`src/rtl/frz_pkg.sv`:
```
package frz_pkg;

  typedef enum logic {
    REG_CTRL = 1'b0,
    REG_DLY  = 1'b1
  } frz_reg_e;

endpackage

```
`src/rtl/frz_tick_gen.sv`:
```
module frz_tick_gen #(
  parameter int DIV = 40
) (
  input  logic clk,
  input  logic rst_n,
  output logic tick_o
);

  generate
    if (DIV <= 1) begin : g_pass
      logic tick_q;
      always_ff @(posedge clk or negedge rst_n) begin
        if (!rst_n) tick_q <= 1'b0;
        else        tick_q <= 1'b1;
      end
      assign tick_o = tick_q;
    end else begin : g_div
      localparam int PW = $clog2(DIV);
      localparam logic [PW-1:0] LAST = PW'(DIV - 1);

      logic [PW-1:0] pc_q, pc_d;
      logic          tick_q, tick_d;
      logic          wrap;

      assign wrap = (pc_q == LAST);

      always_comb begin
        pc_d   = wrap ? '0 : pc_q + 1'b1;
        tick_d = wrap;
      end

      always_ff @(posedge clk or negedge rst_n) begin
        if (!rst_n) begin
          pc_q   <= '0;
          tick_q <= 1'b0;
        end else begin
          pc_q   <= pc_d;
          tick_q <= tick_d;
        end
      end

      assign tick_o = tick_q;

      // tick is a single-cycle pulse when dividing
      p_tick_pulse_r7: assert property (@(posedge clk) disable iff (!rst_n)
        tick_q |=> !tick_q);
    end
  endgenerate

endmodule

```
`src/rtl/frz_arm.sv`:
```
module frz_arm #(
  parameter int NSRC = 3
) (
  input  logic            clk,
  input  logic            rst_n,
  input  logic [NSRC-1:0] src_i,
  input  logic            wr_ctrl_i,
  input  logic [NSRC:0]   wdata_i,
  output logic            armed_o,
  output logic [NSRC-1:0] mask_o
);

  logic [NSRC-1:0] mask_q, mask_d;
  logic            armed_q, armed_d;
  logic [NSRC-1:0] hit;
  logic            any_hit;

  genvar gi;
  generate
    for (gi = 0; gi < NSRC; gi++) begin : g_qual
      assign hit[gi] = src_i[gi] & mask_q[gi];
    end
  endgenerate

  assign any_hit = |hit;

  always_comb begin
    mask_d  = mask_q;
    armed_d = armed_q;
    if (wr_ctrl_i) begin
      mask_d  = wdata_i[NSRC:1];
      armed_d = wdata_i[0];
    end else if (any_hit) begin
      armed_d = 1'b1;
    end
  end

  always_ff @(posedge clk or negedge rst_n) begin
    if (!rst_n) begin
      mask_q  <= '0;
      armed_q <= 1'b0;
    end else begin
      mask_q  <= mask_d;
      armed_q <= armed_d;
    end
  end

  assign armed_o = armed_q;
  assign mask_o  = mask_q;

  p_set_r2: assert property (@(posedge clk) disable iff (!rst_n)
    (|(src_i & mask_q)) && !wr_ctrl_i |=> armed_q);

  p_sticky_r4: assert property (@(posedge clk) disable iff (!rst_n)
    armed_q && !wr_ctrl_i |=> armed_q);

  p_clear_r5: assert property (@(posedge clk) disable iff (!rst_n)
    wr_ctrl_i && !wdata_i[0] |=> !armed_q);

  p_noset_r3: assert property (@(posedge clk) disable iff (!rst_n)
    !armed_q && !wr_ctrl_i && ((src_i & mask_q) == '0) |=> !armed_q);

endmodule

```
`src/rtl/frz_delay.sv`:
```
module frz_delay #(
  parameter int DLY_W = 16
) (
  input  logic             clk,
  input  logic             rst_n,
  input  logic             armed_i,
  input  logic             tick_i,
  input  logic             load_i,
  input  logic [DLY_W-1:0] load_val_i,
  output logic [DLY_W-1:0] cnt_o,
  output logic             zero_o
);

  logic [DLY_W-1:0] cnt_q, cnt_d;
  logic             step_en;

  assign step_en = armed_i & tick_i & (cnt_q != '0);

  always_comb begin
    cnt_d = cnt_q;
    if (load_i)       cnt_d = load_val_i;
    else if (step_en) cnt_d = cnt_q - 1'b1;
  end

  always_ff @(posedge clk or negedge rst_n) begin
    if (!rst_n) cnt_q <= '0;
    else        cnt_q <= cnt_d;
  end

  assign cnt_o  = cnt_q;
  assign zero_o = (cnt_q == '0);

  p_load_r6: assert property (@(posedge clk) disable iff (!rst_n)
    load_i |=> cnt_q == $past(load_val_i));

  p_hold_r7: assert property (@(posedge clk) disable iff (!rst_n)
    !load_i && !(armed_i && tick_i) |=> $stable(cnt_q));

  p_dec_r7: assert property (@(posedge clk) disable iff (!rst_n)
    !load_i && armed_i && tick_i && (cnt_q != '0) |=> cnt_q == $past(cnt_q) - 1'b1);

  p_floor_r8: assert property (@(posedge clk) disable iff (!rst_n)
    !load_i && (cnt_q == '0) |=> cnt_q == '0);

endmodule

```
`src/rtl/frz_trig_top.sv`:
```
module frz_trig_top
  import frz_pkg::*;
#(
  parameter int NSRC     = 3,
  parameter int DLY_W    = 16,
  parameter int DATA_W   = 16,
  parameter int TICK_DIV = 40
) (
  input  logic              clk,
  input  logic              rst_n,
  input  logic [NSRC-1:0]   trig_src_i,
  input  logic              host_wr_i,
  input  logic              host_addr_i,
  input  logic [DATA_W-1:0] host_wdata_i,
  output logic [DATA_W-1:0] host_rdata_o,
  output logic              freeze_n_o
);

  localparam int CTRL_W   = NSRC + 1;
  localparam int CTRL_PAD = DATA_W - CTRL_W;
  localparam int DLY_PAD  = DATA_W - DLY_W;

  logic             rs1_q, rs2_q;
  logic             rst_int_n;
  logic             tick;
  logic             wr_ctrl, wr_dly;
  logic             armed;
  logic [NSRC-1:0]  mask;
  logic [DLY_W-1:0] cnt;
  logic             cnt_zero;
  logic [DATA_W-1:0] rd_ctrl, rd_dly;

  always_ff @(posedge clk or negedge rst_n) begin
    if (!rst_n) begin
      rs1_q <= 1'b0;
      rs2_q <= 1'b0;
    end else begin
      rs1_q <= 1'b1;
      rs2_q <= rs1_q;
    end
  end
  assign rst_int_n = rs2_q;

  assign wr_ctrl = host_wr_i & (host_addr_i == REG_CTRL);
  assign wr_dly  = host_wr_i & (host_addr_i == REG_DLY);

  frz_tick_gen #(.DIV(TICK_DIV)) u_tick (
    .clk    (clk),
    .rst_n  (rst_int_n),
    .tick_o (tick)
  );

  frz_arm #(.NSRC(NSRC)) u_arm (
    .clk       (clk),
    .rst_n     (rst_int_n),
    .src_i     (trig_src_i),
    .wr_ctrl_i (wr_ctrl),
    .wdata_i   (host_wdata_i[NSRC:0]),
    .armed_o   (armed),
    .mask_o    (mask)
  );

  frz_delay #(.DLY_W(DLY_W)) u_dly (
    .clk        (clk),
    .rst_n      (rst_int_n),
    .armed_i    (armed),
    .tick_i     (tick),
    .load_i     (wr_dly),
    .load_val_i (host_wdata_i[DLY_W-1:0]),
    .cnt_o      (cnt),
    .zero_o     (cnt_zero)
  );

  generate
    if (CTRL_PAD > 0) begin : g_ctrl_pad
      assign rd_ctrl = {{CTRL_PAD{1'b0}}, mask, armed};
    end else begin : g_ctrl_full
      assign rd_ctrl = {mask, armed};
    end
    if (DLY_PAD > 0) begin : g_dly_pad
      assign rd_dly = {{DLY_PAD{1'b0}}, cnt};
    end else begin : g_dly_full
      assign rd_dly = cnt;
    end
  endgenerate

  assign host_rdata_o = (host_addr_i == REG_DLY) ? rd_dly : rd_ctrl;
  assign freeze_n_o   = ~(armed & cnt_zero);

  // a freeze can only begin once the flag is set
  p_fall_needs_flag_r9: assert property (@(posedge clk) disable iff (!rst_int_n)
    $fell(freeze_n_o) |-> armed);

  // out of reset nothing is armed
  p_reset_idle_r1: assert property (@(posedge clk)
    !rst_int_n |-> freeze_n_o);

endmodule

```
`config.mk`:
```
export PLATFORM = sky130hd
export DESIGN_NAME = frz_trig_top
export DESIGN_NICKNAME = d
export VERILOG_FILES = /design/src/rtl/frz_pkg.sv /design/src/rtl/frz_tick_gen.sv /design/src/rtl/frz_arm.sv /design/src/rtl/frz_delay.sv /design/src/rtl/frz_trig_top.sv
export SDC_FILE = /design/constraint.sdc
export NUM_CORES = 1
export LEC_CHECK = 0
export CAP_MARGIN = 40
export CORE_MARGIN = 2
export CORE_UTILIZATION = 49
export DETAILED_ROUTE_END_ITERATION = 8
export GPL_ROUTABILITY_DRIVEN = 1
export PLACE_DENSITY = 0.87
export SETUP_SLACK_MARGIN = 0.5
export SLEW_MARGIN = 20
export SYNTH_ARGS = -nofsm -noshare
export SYNTH_HDL_FRONTEND = slang
export SYNTH_SLANG_ARGS = --single-unit
```
`constraint.sdc`:
```
create_clock -name clk -period 1.8 [get_ports clk]
set_clock_uncertainty 0.2 [all_clocks]
set_input_delay 0.27 -clock clk [delete_from_list [all_inputs] [get_ports clk]]
set_output_delay 0.27 -clock clk [all_outputs]
set_load 0.02 [all_outputs]
```
**Word-level counts from Yosys, hierarchy flattened**

Index checks and enable logic that the tools add are counted.

- Multiplexer cells: 6
- Bitwise operators: 10
- Eq/ne operators: 1
- Reduce and logical (&&, ||, !) cells: 5
- $add $sub $neg: 2

Operators with widths:

| kind | count |
|---|---|
| 2-to-1 mux 16 bit | 3 |
| zero test 16 bit | 1 |
| nonzero test 16 bit | 1 |
| subtractor 16 x 1 -> 16 bit, second input constant | 1 |
| AND 1 bit | 8 |
| adder 6 x 1 -> 6 bit, second input constant | 1 |
| == test 6 bit, second input constant | 1 |
| 2-to-1 mux 6 bit | 1 |
| nonzero test 2 bit | 2 |
| OR reduction 3 bit | 1 |
| 2-to-1 mux 1 bit | 2 |
| inverter 1 bit | 2 |

- Register bits: 29
- Logic and storage cells: 31
- Bits of input ports: 23
- Output and inout bits: 17

**Logic depth before layout (Yosys ltp)**

- Depth after elaboration: 4
- Depth in mapped cells: 7
- Mapped depth without buffers: 6

**Cells and area by module**

A second synthesis with hierarchy kept.

- Cells, all modules: 184
- Area, all modules: 1737.9 µm²

Modules (own cells, without submodules):

| module | seq. area each (µm²) | area an instance (µm²) | instances | cells each |
|---|---|---|---|---|
| frz_delay | 400.4 | 1067.3 | 1 | 127 |
| frz_tick_gen | 175.2 | 280.3 | 1 | 22 |
| frz_trig_top | 50.0 | 227.7 | 1 | 24 |
| frz_arm | 100.1 | 162.7 | 1 | 11 |

**Worst setup path after synthesis**

No wires, ideal clock.

- Kind: reg2reg
- Start point: reg u_dly.cnt_q[0], in the netlist u_dly.cnt_o[0]
- End point: reg u_dly.cnt_q[0], in the netlist u_dly.cnt_o[0]
- Path buffers: 1
- Stages on the path, launching flop included: 8
- Data required time: 1.518 ns
- Clock period less this slack: 1.856 ns
- Data arrival time: 1.574 ns
- Setup time: 0.082 ns
- Path slack: -0.056 ns
- Cell sequence: dfrtp_1 > inv_1 > ha_1 > nor4b_1 > and4_1 > buf_2 > or3_1 > a31oi_1

- Word-level cells in the longest chain between the ends: 3
- Elaborated cells on any way between the ends: 6
- Those cells by class: 1 x add/sub; 2 x mux; 1 x bitwise; 2 x reduce/logical

Ends and longest elaborated chain:

| item | line | text |
|---|---|---|
| from (decl) | frz_delay.sv:14 | `logic [DLY_W-1:0] cnt_q, cnt_d;` |
| from (signal assigned) | frz_delay.sv:27 | `else cnt_q <= cnt_d;` |
| subtractor 16 x 1 -> 16 bit / nonzero test 16 bit (equally long branches) | frz_delay.sv:22, frz_delay.sv:17 |  |
| 2-to-1 mux 16 bit / AND 1 bit (equally long branches) | frz_delay.sv:22, frz_delay.sv:17 |  |
| 2-to-1 mux 16 bit / nonzero test 2 bit (equally long branches) | -- |  |

Parallel ways exist; a longest one is shown, timed or not. The select of a mux whose other input is x is not followed.
A chain may end at the register's enable or synchronous reset.

**Worst setup path in the final report**

- Start point: reg u_dly.cnt_q[7], in the netlist u_dly.cnt_o[7]
- End point: out freeze_n_o

- Word-level cells in the longest chain between the ends: 3

Ends and longest elaborated chain:

| item | line | text |
|---|---|---|
| zero test 16 bit | frz_delay.sv:31 | `assign zero_o = (cnt_q == '0);` |
| AND 1 bit | frz_trig_top.sv:88 | `assign freeze_n_o = ~(armed & cnt_zero);` |
| inverter 1 bit | frz_trig_top.sv:88 |  |
| to (decl) | frz_trig_top.sv:16 | `output logic freeze_n_o` |

Every way passes these cells.

==> impl_metrics.tcl <==
set metrics [dict create \
    ys_seq_area_frac 0.428 \
    synth_area_sq_um 1690 \
    die_h_um 62.8 \
    yosys.area.top_type "dfrtp_1" \
    period_minus_slack_ns 2.20 \
    tns_ns -4.70 \
    report.final.slew_viol_count 0 \
    placementRows 21 \
    crit_fanout 2 \
    cp-endpoint "freeze_n_o" \
    core_area_sq_um 3340 \
    ys_top_cells_by_area "dfrtp_1, mux2_2, and2_1" \
    peakVddDrop_uv 680 \
    cts.htree.levels 2 \
    hold_violations 5 \
    drcViolationCount 0 \
    die_w_um 62.8 \
    startpoint_type "register" \
    ys_types 50 \
    initial_core_util 0.508 \
    route.vias.total 1998 \
    root_buffer "clkbuf_4" \
    viasPerCell 6.09 \
    path_class "reg2out" \
    end_kind "output port" \
    violations "negative hold slack, negative setup slack" \
    whs_ns -0.00687 \
    place_area_sq_um 2440 \
    track_usage 0.315 \
    rsz0062_at_grt "yes" \
    crit_start "u_dly.cnt_o[7]" \
    ys_ff_latch 29 \
    ant_nets 0 \
    grt_pass1_vias 1957 \
    post_drt_wl_per_cell_um 21.3 \
    grt_pass1_wl_um 9620 \
    p_total_uw 2190 \
    post-route-period-util 1.22 \
    finalInstanceArea_sq_um 2960 \
    reg2reg_depth 6 \
    portBuffers 39 \
    fin_util 0.887 \
    syn_inst 180 \
    hp-class "reg2async" \
    final_layout_size_suffix_gt1_frac 0.472 \
    max_freq_mhz 454 \
    reg2reg_to "u_dly.cnt_o[13]" \
    place_congestion 0.859 \
    cap_violations 0 \
    status "finished with violations" \
    r2r_start "u_dly.cnt_o[7]" \
    antenna_found_initial 0 \
    drt_iter0_markers 175 \
    first_pass_iters 4 \
    clk_pin_slew_ns 0.11 \
    fin_nets 306 \
    seq_area_sq_um 728 \
    syn_nets 205 \
    grt_start_max_net_pins 17 \
    critPathArrivalTime_ns 1.73 \
    io_pins 40 \
    cts_sinks 29 \
    global_route.overflow_total 0 \
    antennaDiodeCount 0 \
    cts_buffers 5 \
    r2r_slack_ns -0.36 \
    fin_ws_ns -0.403 \
    die-area_sq_um 3940 \
    yosys_warnings 0 \
    synth_top_area_share 0.428 \
    powerDensity_nw_per_um2 740 \
    required_ns 1.33 \
    area_growth_pct 74.7 \
    dp_hpwl_um 3400 \
    clkLatencyLatePin_ns 0.35 \
    setup-violations-final 21 \
    wl_um 6990 \
    clockBufferDepth 2 \
    avgSynthCellArea_sq_um 9.41 \
    fillers 150 \
    tritoncts "built" \
    total_leakage_power_uw 0.00130 \
    multi_input_comb_area_sq_um 1100 \
]
## per-layer routing
| layer | track usage | part of all wire | wire length, um | vias up |
|---|---|---|---|---|
| li1 | - | - | - | 872 |
| met1 | 0.376 | 0.38 | 2680 | 962 |
| met2 | 0.534 | 0.50 | 3510 | 136 |
| met3 | 0.0775 | 0.077 | 541 | 28 |
| met4 | 0.144 | 0.036 | 254 | 0 |
| met5 | 0 | 0 | 0 | - |
## cells in the mapped netlist, drive strengths merged
cell type	instances
dfrtp	29
nor2	17
and2	13
a31oi	11
nand2	11
nand3	10
o21ai	10
mux2	7
clkbuf	6
a21oi	5
nor4	5
and3	4
nor3	4
or3	4
or4	4
inv	3
nand4	3
o41ai	3
and4	2
buf	2
ha	2
nand3b	2
nand4b	2
o211ai	2
xnor2	2
a21bo	1
a21o	1
a22o	1
a22oi	1
conb	1
mux2i	1
nand2b	1
nand4bb	1
nor2b	1
nor3b	1
nor4b	1
o21a	1
o21bai	1
o31ai	1
or2	1
or4b	1
xor2	1
## worst max-delay path, cell delays in order (launching register included)
cell	delay [ns]
dfrtp_1	0.46
nor4_4	0.42
and4_4	0.30
nand2_2	0.06
buf_6	0.14
## metrics by stage
step,worst slack (ns),cells,hold WS (ns)
2_1_floorplan,0.00944,180,-0.226
3_3_place_gp,-0.446,292,-0.0204
3_5_place_dp,-0.475,292,-0.0135
4_1_cts,-0.310,317,0.0178
5_1_grt,-0.454,328,0.0644
6_report,-0.403,328,-0.00687
## cells in the final DEF (no fill, tap or decap), drive strengths merged, types with 2 or more instances in the layout
cell,n
clkbuf,7
inv,3
nor3,4
nand4b,2
or3,4
nand3b,2
dfrtp,29
nor4,5
nand3,10
and2,13
nand4,3
nand2,11
buf,78
dlygate4sd3,2
nor2,17
o41ai,3
and3,4
ha,2
a21oi,5
clkdlybuf4s50,20
or4,4
and4,2
a31oi,11
o211ai,2
xnor2,2
o21ai,10
mux2,7
## cell type report
cell class | instances | share of cell area
tap | 46 | 0.0194
clock buffer | 7 | 0.0186
sequential | 29 | 0.246
timing repair buffer | 102 | 0.331
inverter | 3 | 0.00380
clock inverter | 1 | 0.0101
multi-input combinational | 140 | 0.372
## worst min path at each step
stage | from | end | slack (ns) | depth (start not counted)
after floorplan | rst_n | rs1_q | -0.23 | 0
after global placement | rs2_q | u_tick.tick_o | -0.02 | 1
after detailed placement | rs2_q | u_dly.cnt_o[2] | -0.01 | 1
after CTS | rs2_q | u_tick.g_div.pc_q[5] | 0.02 | 1
after global routing | rs2_q | u_arm.mask_o[1] | 0.06 | 1
final | rs2_q | u_tick.g_div.pc_q[5] | -0.007 | 1
## cell families (layout without fill, tap and decap cells)
logic type / count (synthesis) / after routing / synth area share
compound gates: 38 / 38 / 0.143
simple gates: 88 / 88 / 0.318
fa+ha+maj: 2 / 2 / 0.0148
flops: 29 / 29 / 0.428
other cells: 1 / 1 / 0.00221
xor+xnor: 3 / 3 / 0.0155
mux: 8 / 8 / 0.0524
buf+inv: 11 / 113 / 0.0266
## flip-flops by register name (all words and copies together), names as in the netlist
signal and flops:
u_dly.cnt_o 16, u_tick.g_div.pc_q 6, u_arm.mask_o 3, rs1_q 1, rs2_q 1, u_arm.armed_o 1
u_tick.tick_o 1
## repair_timing
item / 4_1_cts / 5_1_grt
resized for setup: 141 / 15
hold buffers: 2 / 0
pin swaps: 19 / 12
buffers inserted: 15 / 11
endpoints found under the setup margin: 39 / 39
endpoints found under the hold margin: 9 / 0
## power by group
part / internal (uW) / switching, uW
clock network: 331 / 255
registers: 715 / 80.5
logic: 445 / 365
total: 1490 / 701
No activity file was read; power rests on OpenSTA's default activity.
